File: config.mk
export PLATFORM = sky130hd
export DESIGN_NAME = spi_csr_unit
export DESIGN_NICKNAME = d
export VERILOG_FILES = /design/src/rtl/spi_csr_pkg.sv /design/src/rtl/spi_csr_decode.sv /design/src/rtl/spi_csr_cfg.sv /design/src/rtl/spi_csr_irq.sv /design/src/rtl/spi_csr_unit.sv
export SDC_FILE = /design/constraint.sdc
export NUM_CORES = 1
export LEC_CHECK = 0
export BUFFER_PORTS_ARGS = -buffer_cell sky130_fd_sc_hd__buf_2
export CORE_MARGIN = 4
export CORE_UTILIZATION = 25
export DETAILED_ROUTE_END_ITERATION = 8
export GPL_ROUTABILITY_DRIVEN = 0
export PLACE_DENSITY = 0.48
export RECOVER_POWER = 50
export SLEW_MARGIN = 25
export SYNTH_ARGS = -nofsm -noshare
export SYNTH_HDL_FRONTEND = slang
export SYNTH_SLANG_ARGS = --single-unit
File: constraint.sdc
create_clock -name clk -period 2.8 [get_ports clk]
set_input_delay 0.28 -clock clk [delete_from_list [all_inputs] [get_ports clk]]
set_output_delay 0.28 -clock clk [all_outputs]
set_load 0.02 [all_outputs]
File: src/rtl/spi_csr_pkg.sv
package spi_csr_pkg;
  localparam int NREG  = 11;
  localparam int IRQ_W = 7;

  typedef enum logic [3:0] {
    RI_CFG  = 4'd0,
    RI_STAT = 4'd1,
    RI_MSET = 4'd2,
    RI_MCLR = 4'd3,
    RI_MASK = 4'd4,
    RI_EN   = 4'd5,
    RI_DLY  = 4'd6,
    RI_TXD  = 4'd7,
    RI_RXD  = 4'd8,
    RI_IDLE = 4'd9,
    RI_WM   = 4'd10
  } reg_idx_e;

  localparam int IB_MODF   = 1;
  localparam int IB_TXLOW  = 2;
  localparam int IB_TXFULL = 3;
  localparam int IB_RXNE   = 4;
endpackage

File: src/rtl/spi_csr_decode.sv
module spi_csr_decode #(
  parameter int ADDR_W = 6,
  parameter int NREG   = 11
) (
  input  logic              bus_sel,
  input  logic              bus_wr,
  input  logic [ADDR_W-1:0] bus_addr,
  output logic [NREG-1:0]   wr_hit,
  output logic [NREG-1:0]   rd_hit
);
  localparam int IDX_W = ADDR_W - 2;

  logic [IDX_W-1:0] idx;
  logic [1:0]       unused_lsb;

  assign idx        = bus_addr[ADDR_W-1:2];
  assign unused_lsb = bus_addr[1:0];

  for (genvar i = 0; i < NREG; i++) begin : g_hit
    assign wr_hit[i] = bus_sel &  bus_wr & (idx == IDX_W'(i));
    assign rd_hit[i] = bus_sel & ~bus_wr & (idx == IDX_W'(i));
  end
endmodule

File: src/rtl/spi_csr_cfg.sv
module spi_csr_cfg
  import spi_csr_pkg::*;
#(
  parameter int DATA_W = 32,
  parameter int CFG_W  = 18,
  parameter int DLY_W  = 32,
  parameter int IDLE_W = 8,
  parameter int WM_W   = 4
) (
  input  logic              clk,
  input  logic              rst,
  input  logic [NREG-1:0]   wr_hit,
  input  logic [DATA_W-1:0] wdata,
  output logic [CFG_W-1:0]  cfg_q,
  output logic              en_q,
  output logic [DLY_W-1:0]  dly_q,
  output logic [IDLE_W-1:0] idle_q,
  output logic [WM_W-1:0]   wm_q
);
  always_ff @(posedge clk) begin
    if (rst) begin
      cfg_q  <= '0;
      en_q   <= 1'b0;
      dly_q  <= '0;
      idle_q <= '0;
      wm_q   <= WM_W'(1);
    end else begin
      if (wr_hit[RI_CFG])  cfg_q  <= wdata[CFG_W-1:0];
      if (wr_hit[RI_EN])   en_q   <= wdata[0];
      if (wr_hit[RI_DLY])  dly_q  <= wdata[DLY_W-1:0];
      if (wr_hit[RI_IDLE]) idle_q <= wdata[IDLE_W-1:0];
      if (wr_hit[RI_WM])   wm_q   <= wdata[WM_W-1:0];
    end
  end
endmodule

File: src/rtl/spi_csr_irq.sv
module spi_csr_irq
  import spi_csr_pkg::*;
#(
  parameter int WM_W  = 4,
  parameter int LVL_W = 5
) (
  input  logic             clk,
  input  logic             rst,
  input  logic             wr_mset,
  input  logic             wr_mclr,
  input  logic             wr_stat,
  input  logic [IRQ_W-1:0] wbits,
  input  logic             mode_fault,
  input  logic [LVL_W-1:0] tx_level,
  input  logic [WM_W-1:0]  wm,
  input  logic             tx_full,
  input  logic             rx_nonempty,
  output logic [IRQ_W-1:0] mask_q,
  output logic [IRQ_W-1:0] stat_lat,
  output logic [IRQ_W-1:0] stat_view,
  output logic             irq_q
);
  logic modf_q, txlow_q, below_prev, below_now;
  logic full_q, rxne_q;

  assign below_now = tx_level < LVL_W'(wm);

  always_ff @(posedge clk) begin
    if (rst) begin
      mask_q     <= '0;
      modf_q     <= 1'b0;
      txlow_q    <= 1'b0;
      below_prev <= 1'b0;
      full_q     <= 1'b0;
      rxne_q     <= 1'b0;
      irq_q      <= 1'b0;
    end else begin
      if (wr_mset)      mask_q <= mask_q | wbits;
      else if (wr_mclr) mask_q <= mask_q & ~wbits;
      modf_q     <= (modf_q  & ~(wr_stat & wbits[IB_MODF]))  | mode_fault;
      txlow_q    <= (txlow_q & ~(wr_stat & wbits[IB_TXLOW])) | (below_now & ~below_prev);
      below_prev <= below_now;
      full_q     <= tx_full;
      rxne_q     <= rx_nonempty;
      irq_q      <= |(stat_view & mask_q);
    end
  end

  always_comb begin
    stat_lat            = '0;
    stat_lat[IB_MODF]   = modf_q;
    stat_lat[IB_TXLOW]  = txlow_q;
    stat_view           = stat_lat;
    stat_view[IB_TXFULL] = full_q;
    stat_view[IB_RXNE]   = rxne_q;
  end
endmodule

File: src/rtl/spi_csr_unit.sv
module spi_csr_unit
  import spi_csr_pkg::*;
#(
  parameter int ADDR_W     = 6,
  parameter int DATA_W     = 32,
  parameter int CFG_W      = 18,
  parameter int DLY_W      = 32,
  parameter int IDLE_W     = 8,
  parameter int FIFO_DEPTH = 16,
  localparam int WM_W      = $clog2(FIFO_DEPTH),
  localparam int LVL_W     = $clog2(FIFO_DEPTH + 1)
) (
  input  logic              clk,
  input  logic              rst,
  input  logic              bus_sel,
  input  logic              bus_wr,
  input  logic [ADDR_W-1:0] bus_addr,
  input  logic [DATA_W-1:0] bus_wdata,
  output logic [DATA_W-1:0] bus_rdata,
  output logic              tx_push,
  output logic [7:0]        tx_byte,
  output logic              rx_pop,
  input  logic [7:0]        rx_byte,
  input  logic [LVL_W-1:0]  tx_level,
  input  logic              tx_full,
  input  logic              rx_nonempty,
  input  logic              mode_fault,
  output logic [CFG_W-1:0]  cfg_word,
  output logic              ctrl_en,
  output logic [DLY_W-1:0]  delay_word,
  output logic [IDLE_W-1:0] idle_count,
  output logic [WM_W-1:0]   wm_level,
  output logic              irq
);
  logic [NREG-1:0]   wr_hit, rd_hit;
  logic [IRQ_W-1:0]  mask_q, stat_lat, stat_view;
  logic [DATA_W-1:0] rd_mux;

  spi_csr_decode #(.ADDR_W(ADDR_W), .NREG(NREG)) u_dec (
    .bus_sel (bus_sel),
    .bus_wr  (bus_wr),
    .bus_addr(bus_addr),
    .wr_hit  (wr_hit),
    .rd_hit  (rd_hit)
  );

  spi_csr_cfg #(
    .DATA_W(DATA_W), .CFG_W(CFG_W), .DLY_W(DLY_W), .IDLE_W(IDLE_W), .WM_W(WM_W)
  ) u_cfg (
    .clk   (clk),
    .rst   (rst),
    .wr_hit(wr_hit),
    .wdata (bus_wdata),
    .cfg_q (cfg_word),
    .en_q  (ctrl_en),
    .dly_q (delay_word),
    .idle_q(idle_count),
    .wm_q  (wm_level)
  );

  spi_csr_irq #(.WM_W(WM_W), .LVL_W(LVL_W)) u_irq (
    .clk        (clk),
    .rst        (rst),
    .wr_mset    (wr_hit[RI_MSET]),
    .wr_mclr    (wr_hit[RI_MCLR]),
    .wr_stat    (wr_hit[RI_STAT]),
    .wbits      (bus_wdata[IRQ_W-1:0]),
    .mode_fault (mode_fault),
    .tx_level   (tx_level),
    .wm         (wm_level),
    .tx_full    (tx_full),
    .rx_nonempty(rx_nonempty),
    .mask_q     (mask_q),
    .stat_lat   (stat_lat),
    .stat_view  (stat_view),
    .irq_q      (irq)
  );

  always_comb begin
    rd_mux = '0;
    if (rd_hit[RI_CFG])  rd_mux = DATA_W'(cfg_word);
    if (rd_hit[RI_STAT]) rd_mux = DATA_W'(stat_view);
    if (rd_hit[RI_MASK]) rd_mux = DATA_W'(mask_q);
    if (rd_hit[RI_EN])   rd_mux = DATA_W'(ctrl_en);
    if (rd_hit[RI_DLY])  rd_mux = DATA_W'(delay_word);
    if (rd_hit[RI_RXD])  rd_mux = DATA_W'(rx_byte);
    if (rd_hit[RI_IDLE]) rd_mux = DATA_W'(idle_count);
    if (rd_hit[RI_WM])   rd_mux = DATA_W'(wm_level);
  end

  always_ff @(posedge clk) begin
    if (rst) begin
      bus_rdata <= '0;
      tx_push   <= 1'b0;
      tx_byte   <= '0;
      rx_pop    <= 1'b0;
    end else begin
      bus_rdata <= rd_mux;
      tx_push   <= wr_hit[RI_TXD];
      rx_pop    <= rd_hit[RI_RXD];
      if (wr_hit[RI_TXD]) tx_byte <= bus_wdata[7:0];
    end
  end
endmodule

# Word-level counts from Yosys, hierarchy flattened
# Index checks and enable logic that the tools add are counted.
# Widths: inputs -> output; s select.
[classes]
order_cmp = 1
n_eq_ne = 10
n_mux = 10
bitwise = 34
reduce_logical = 5
[op_table]
columns = ["op", "n"]
rows = [
  ["$mux 32", 4],
  ["$and 1x1->1", 24],
  ["$mux 18", 1],
  ["$eq 4x3->1 const B", 4],
  ["$mux 8", 2],
  ["$mux 7", 2],
  ["$eq 4x4->1 const B", 3],
  ["$eq 4x2->1 const B", 2],
  ["$and 5x7->7", 1],
  ["$and 7x7->7", 1],
  ["$not 7->7", 1],
  ["$or 7x7->7", 1],
  ["$reduce_or 7->1", 1],
  ["$lt 5x4->1", 1],
  ["$eq 4x1->1 const B", 1],
  ["$logic_not 4->1", 1],
  ["$mux 4", 1],
  ["$not 1->1", 4],
  ["$reduce_or 4->1", 1],
  ["$or 1x1->1", 2],
  ["$reduce_bool 2->1", 1],
  ["$reduce_or 2->1", 1],
]
[word_totals]
reg_bits = 118
inputBits = 58
output_inout_bits = 106
elab_cells = 78

# Longest topological paths before layout
[logic_depth]
depth_word = 11
depth_mapped = 7
mapped_depth_nobuf = 5

# By module
# From an unflattened synthesis, not the netlist that was laid out.
[hier_totals]
cells_unflattened = 484
area_unflattened_um2 = 4780.8
[modules_own_cells]
columns = ["mod", "instances", "cells_each", "area_each_um2", "seq_area_each_um2"]
rows = [
  ["spi_csr_cfg", 1, 204, 2263.4, 1261.2],
  ["spi_csr_unit", 1, 173, 1715.4, 840.8],
  ["spi_csr_irq", 1, 74, 631.9, 260.2],
  ["spi_csr_decode", 1, 33, 170.2, 0.0],
]

# Worst setup path before layout
# Ideal clock, no wire load.
[synth_path]
path_type = "in2reg"
startpoint = "input bus_addr[2]"
endpoint = "register bus_rdata[4]"
setup_ns = 0.079
arrival_time_ns = 1.766
required_ns = 2.721
path_slack_ns = 0.954
cell_stages = 6
path_buffers = 2
cell_sequence = "buf_6 -> or4b_4 -> buf_6 -> or3_1 -> a22o_1 -> a211oi_2"
[synth_between]
elab_chain_cells = 9
word_cells_on_any_way = 24
cone_classes = "eq/ne (7); mux (7); bitwise (8); reduce/logical (2)"
[synth_rtl]
columns = ["item", "line_no", "source"]
rows = [
  ["from (decl)", "spi_csr_unit.sv:17", "input logic [ADDR_W-1:0] bus_addr,"],
  ["$logic_not 4->1", "spi_csr_decode.sv:21", "assign rd_hit[i] = bus_sel & ~bus_wr & (idx == IDX_W'(i));"],
  ["$and 1x1->1", "spi_csr_decode.sv:21", ""],
  ["$mux 18", "spi_csr_unit.sv:81", "if (rd_hit[RI_CFG]) rd_mux = DATA_W'(cfg_word);"],
  ["$mux 32", "spi_csr_unit.sv:82", "if (rd_hit[RI_STAT]) rd_mux = DATA_W'(stat_view);"],
  ["$mux 32", "spi_csr_unit.sv:83", "if (rd_hit[RI_MASK]) rd_mux = DATA_W'(mask_q);"],
  ["$mux 32", "spi_csr_unit.sv:84", "if (rd_hit[RI_EN]) rd_mux = DATA_W'(ctrl_en);"],
  ["$mux 32", "spi_csr_unit.sv:85", "if (rd_hit[RI_DLY]) rd_mux = DATA_W'(delay_word);"],
  ["$mux 8", "spi_csr_unit.sv:86", "if (rd_hit[RI_RXD]) rd_mux = DATA_W'(rx_byte);"],
  ["$mux 8", "spi_csr_unit.sv:87", "if (rd_hit[RI_IDLE]) rd_mux = DATA_W'(idle_count);"],
  ["to (signal assigned)", "spi_csr_unit.sv:98", "bus_rdata <= rd_mux;"],
  ["to (decl)", "spi_csr_unit.sv:19", "output logic [DATA_W-1:0] bus_rdata,"],
]
# Several ways; a longest one is shown, not always the timed one.
# A chain may end at the register's enable or synchronous reset.

# Worst setup path after layout
[layout_path]
startpoint = "input rst"
endpoint = "register bus_rdata[9]"
[layout_between]
elab_chain_cells = 1
[layout_rtl]
columns = ["item", "line_no", "source"]
rows = [
  ["from (decl)", "spi_csr_unit.sv:14", "input logic rst,"],
  ["$reduce_or 4->1 (no line)", "-", ""],
]
# No other way between the ends.

==> metrics.txt <==
run status=complete, no violations; Die Wd=142 um; placed insts=870; Clock Latency Late Sink=0.41 ns; Worst Path Max Fanout=23; CTS resizes=0; initial core utilization=25.8%; Post-synth top cells=dfxtp_1, nand2_1, a21oi_1; initial antenna violation count=0; DIE AREA=20200 um2; Cell Int Power=3.14 mW; clock sinks=118; synthesized cell area=4510 um2; syn_nets=567; final design utilization=34.4%; Power per Cell Area=678 nW/um2; CP Capture Type=flip-flop; final worst setup slack=0.980 ns; endpoints failing setup=0; P&R area growth vs syn=33.4%; fin crit period=1.82 ns; most numerous cell on the critical path=buf_4; Root Driver=clkbuf_16; total CTS buffers=17; Most used DFF post-synth=dfxtp_1; Routed Antenna Nets=0; Distinct cells, synth=49; unrepaired setup endpoints after global routing=no; worst setup path class=in2reg; DPL Wire Length=10.9 mm; Post-Place Worst Slack=0.690 ns; # fillers=1877; Mapped Cells=506; most common cell in the synthesized netlist=dfxtp_1; IO Port Bufs=161; Reg2Reg Depth=4; Nets=725; Reg power frac=41.9%; Wirelength per Cell=16.9 um; Crit path depth=5; Routed WL=15.2 mm; switch share=22.9%; GRT busiest layer=met2; Layout Cells excl Fill=902; f_max=549 MHz; Core ar.=17500 um2; Final Cycle Share=65.0%; start point of the worst min-delay path=tx_level[4]; Worst VDD drop=0.000395 V; initial drt markers=197; critical path startpoint=rst; Yosys top cell area share=52.4%; Clock Skews=0.00892 ns; Post-CTS Hold Buffers=0; post-synthesis async set-or-reset flop share=0%; Final Hold Violating Endpoints=0; delay-heaviest family, CP=buffers and inverters; Hold WC Path Type=in2reg; largest net degree at the start of global routing=33; main area contributors after synthesis=dfxtp_1, nand2_1, a21oi_1; Clock power frac=53.3%; Die Y=142 um; Tightest Pin Transition=1.31 ns; vias post-DR=4200; Worst-path clk slew=0.05 ns; Slew Limit Fails=0; combinational fraction of design power=4.8%; hold-critical path depth=2; largest stage delay on the critical path=0.93 ns; leakage power=2.15 nW; CTS tree=done; synthesized area per cell=8.90 um2; Residual DRC=0; CTS H-tree lvls=4; met3 usage=5.71%; Startpoint Class=primary input; share of cells above drive strength 1=17.4%; yosys warns=0; GRT Overall Usage=15.2%; FF+latch count, synth=118; required time worst endpoint=3.10 ns; Max Buffers Root-to-Sink=2; drt first pass iters=4; sequential area share after synthesis=52.4%; CP bufs+invs=3; Net Sw Power=0.935 mW; EDFF count, synth=0; # diodes=0; row cnt=48; Critical-path top delay cell=clkbuf_1; Yosys top cell by area=dfxtp_1; setup TNS=0 ns; arrival time worst endpoint=2.12 ns; max_slew headroom=12.7%; GR Util met1=20.0%; vias in the first global route=4332; num ports=164; DR vias/cell=4.66; worst path cell trace=clkbuf_1, buf_4, nor4_2, buf_4, a22o_1; setup bufs post-CTS=0; first-pass GRT wire length=23.9 mm; remaining global-route overflow=0; R2R Path Start=u_cfg.cfg_q[2]$_SDFFE_PP0P_; max_cap viols=0; GR Util met2=23.4%
## sequential cells by signal, indices dropped and copies added (netlist names), named ones only
name,cells
bus_rdata,32
u_irq.rxne_q,1
u_cfg.wm_q,4
rx_pop,1
u_cfg.dly_q,32
u_irq.txlow_q,1
u_irq.modf_q,1
tx_byte,8
u_irq.full_q,1
u_cfg.cfg_q,18
u_irq.below_prev,1
tx_push,1
u_cfg.en_q,1
u_irq.irq_q,1
u_cfg.idle_q,8
## worst register-to-register path: stages, from the launching register on
cell and delay, ns:
dfxtp_1 0.34, nor2_1 0.06, or3_1 0.33, a221o_1 0.34, a211oi_2 0.21
## power groups by stage
stage | combinational, mW | sequential, mW | clock [mW]
global placement | 0.197 | 1.74 | 0
CTS | 0.198 | 1.71 | 2.22
global route | 0.215 | 1.71 | 2.32
detailed placement | 0.197 | 1.74 | 0
floorplan | 0.0929 | 1.75 | 0
finish | 0.195 | 1.71 | 2.17
## metrics by stage
step	total power, mW	hold slack, ns	cell area [um2]
3_3_place_gp	1.94	0.455	5530
3_5_place_dp	1.94	0.461	5530
6_report	4.07	0.0411	6010
2_1_floorplan	1.84	0.359	4510
5_1_grt	4.24	0.0305	6010
4_1_cts	4.13	0.0221	6130
## layout by cell type (no fill, tap or decap), types with 3 or more instances in the layout
cell type	n
dfxtp_1	118
nand2_1	113
clkbuf_1	96
buf_2	66
a21oi_1	64
nor2_1	35
mux2i_1	24
and2_1	17
clkbuf_16	17
a22o_1	12
buf_4	10
nor3_1	7
a311oi_1	7
nand3_1	7
inv_1	5
nor2b_1	5
o21ai_0	5
clkinvlp_4	5
a22oi_1	4
or3_1	4
nand2b_1	3
a221oi_1	3
a211oi_1	3
ha_1	3
clkbuf_8	3
## per-layer routing
layer	vias to the layer above	part of all wire [%]	wire, um
met5	-	0	0
met4	0	1.1	174
met3	11	8.2	1250
met2	154	44	6710
met1	1967	47	7120
li1	2068	-	-
## final cells by class
class	count	area (um2)	share of cell area (%)
flip-flops and latches	118	2360	39.3
multi-input cells	351	1990	33.1
repair buffers	171	762	12.7
clock buffers	21	470	7.83
well taps	225	282	4.69
clock inverters	11	125	2.08
inverters	5	18.8	0.312
## path summary, 6_finish.rpt
kind                                 endpoint  slack (ns)
setup / recovery      bus_rdata[9]$_SDFF_PP0_        0.98
hold / removal    u_irq.below_prev$_SDFF_PP0_        0.04
setup reg to reg      bus_rdata[2]$_SDFF_PP0_        1.44
hold reg to reg   u_cfg.cfg_q[5]$_SDFFE_PP0P_        0.47
## logic make-up after synthesis
family	synth area share [%]
adders and majority gates	0.833
DFF	52.4
muxes	5.33
buffers and inverters	3.50
AOI/OAI and AO/OA	16.2
and+or+nand+nor	21.7
No activity file was read; power rests on OpenSTA's default activity.
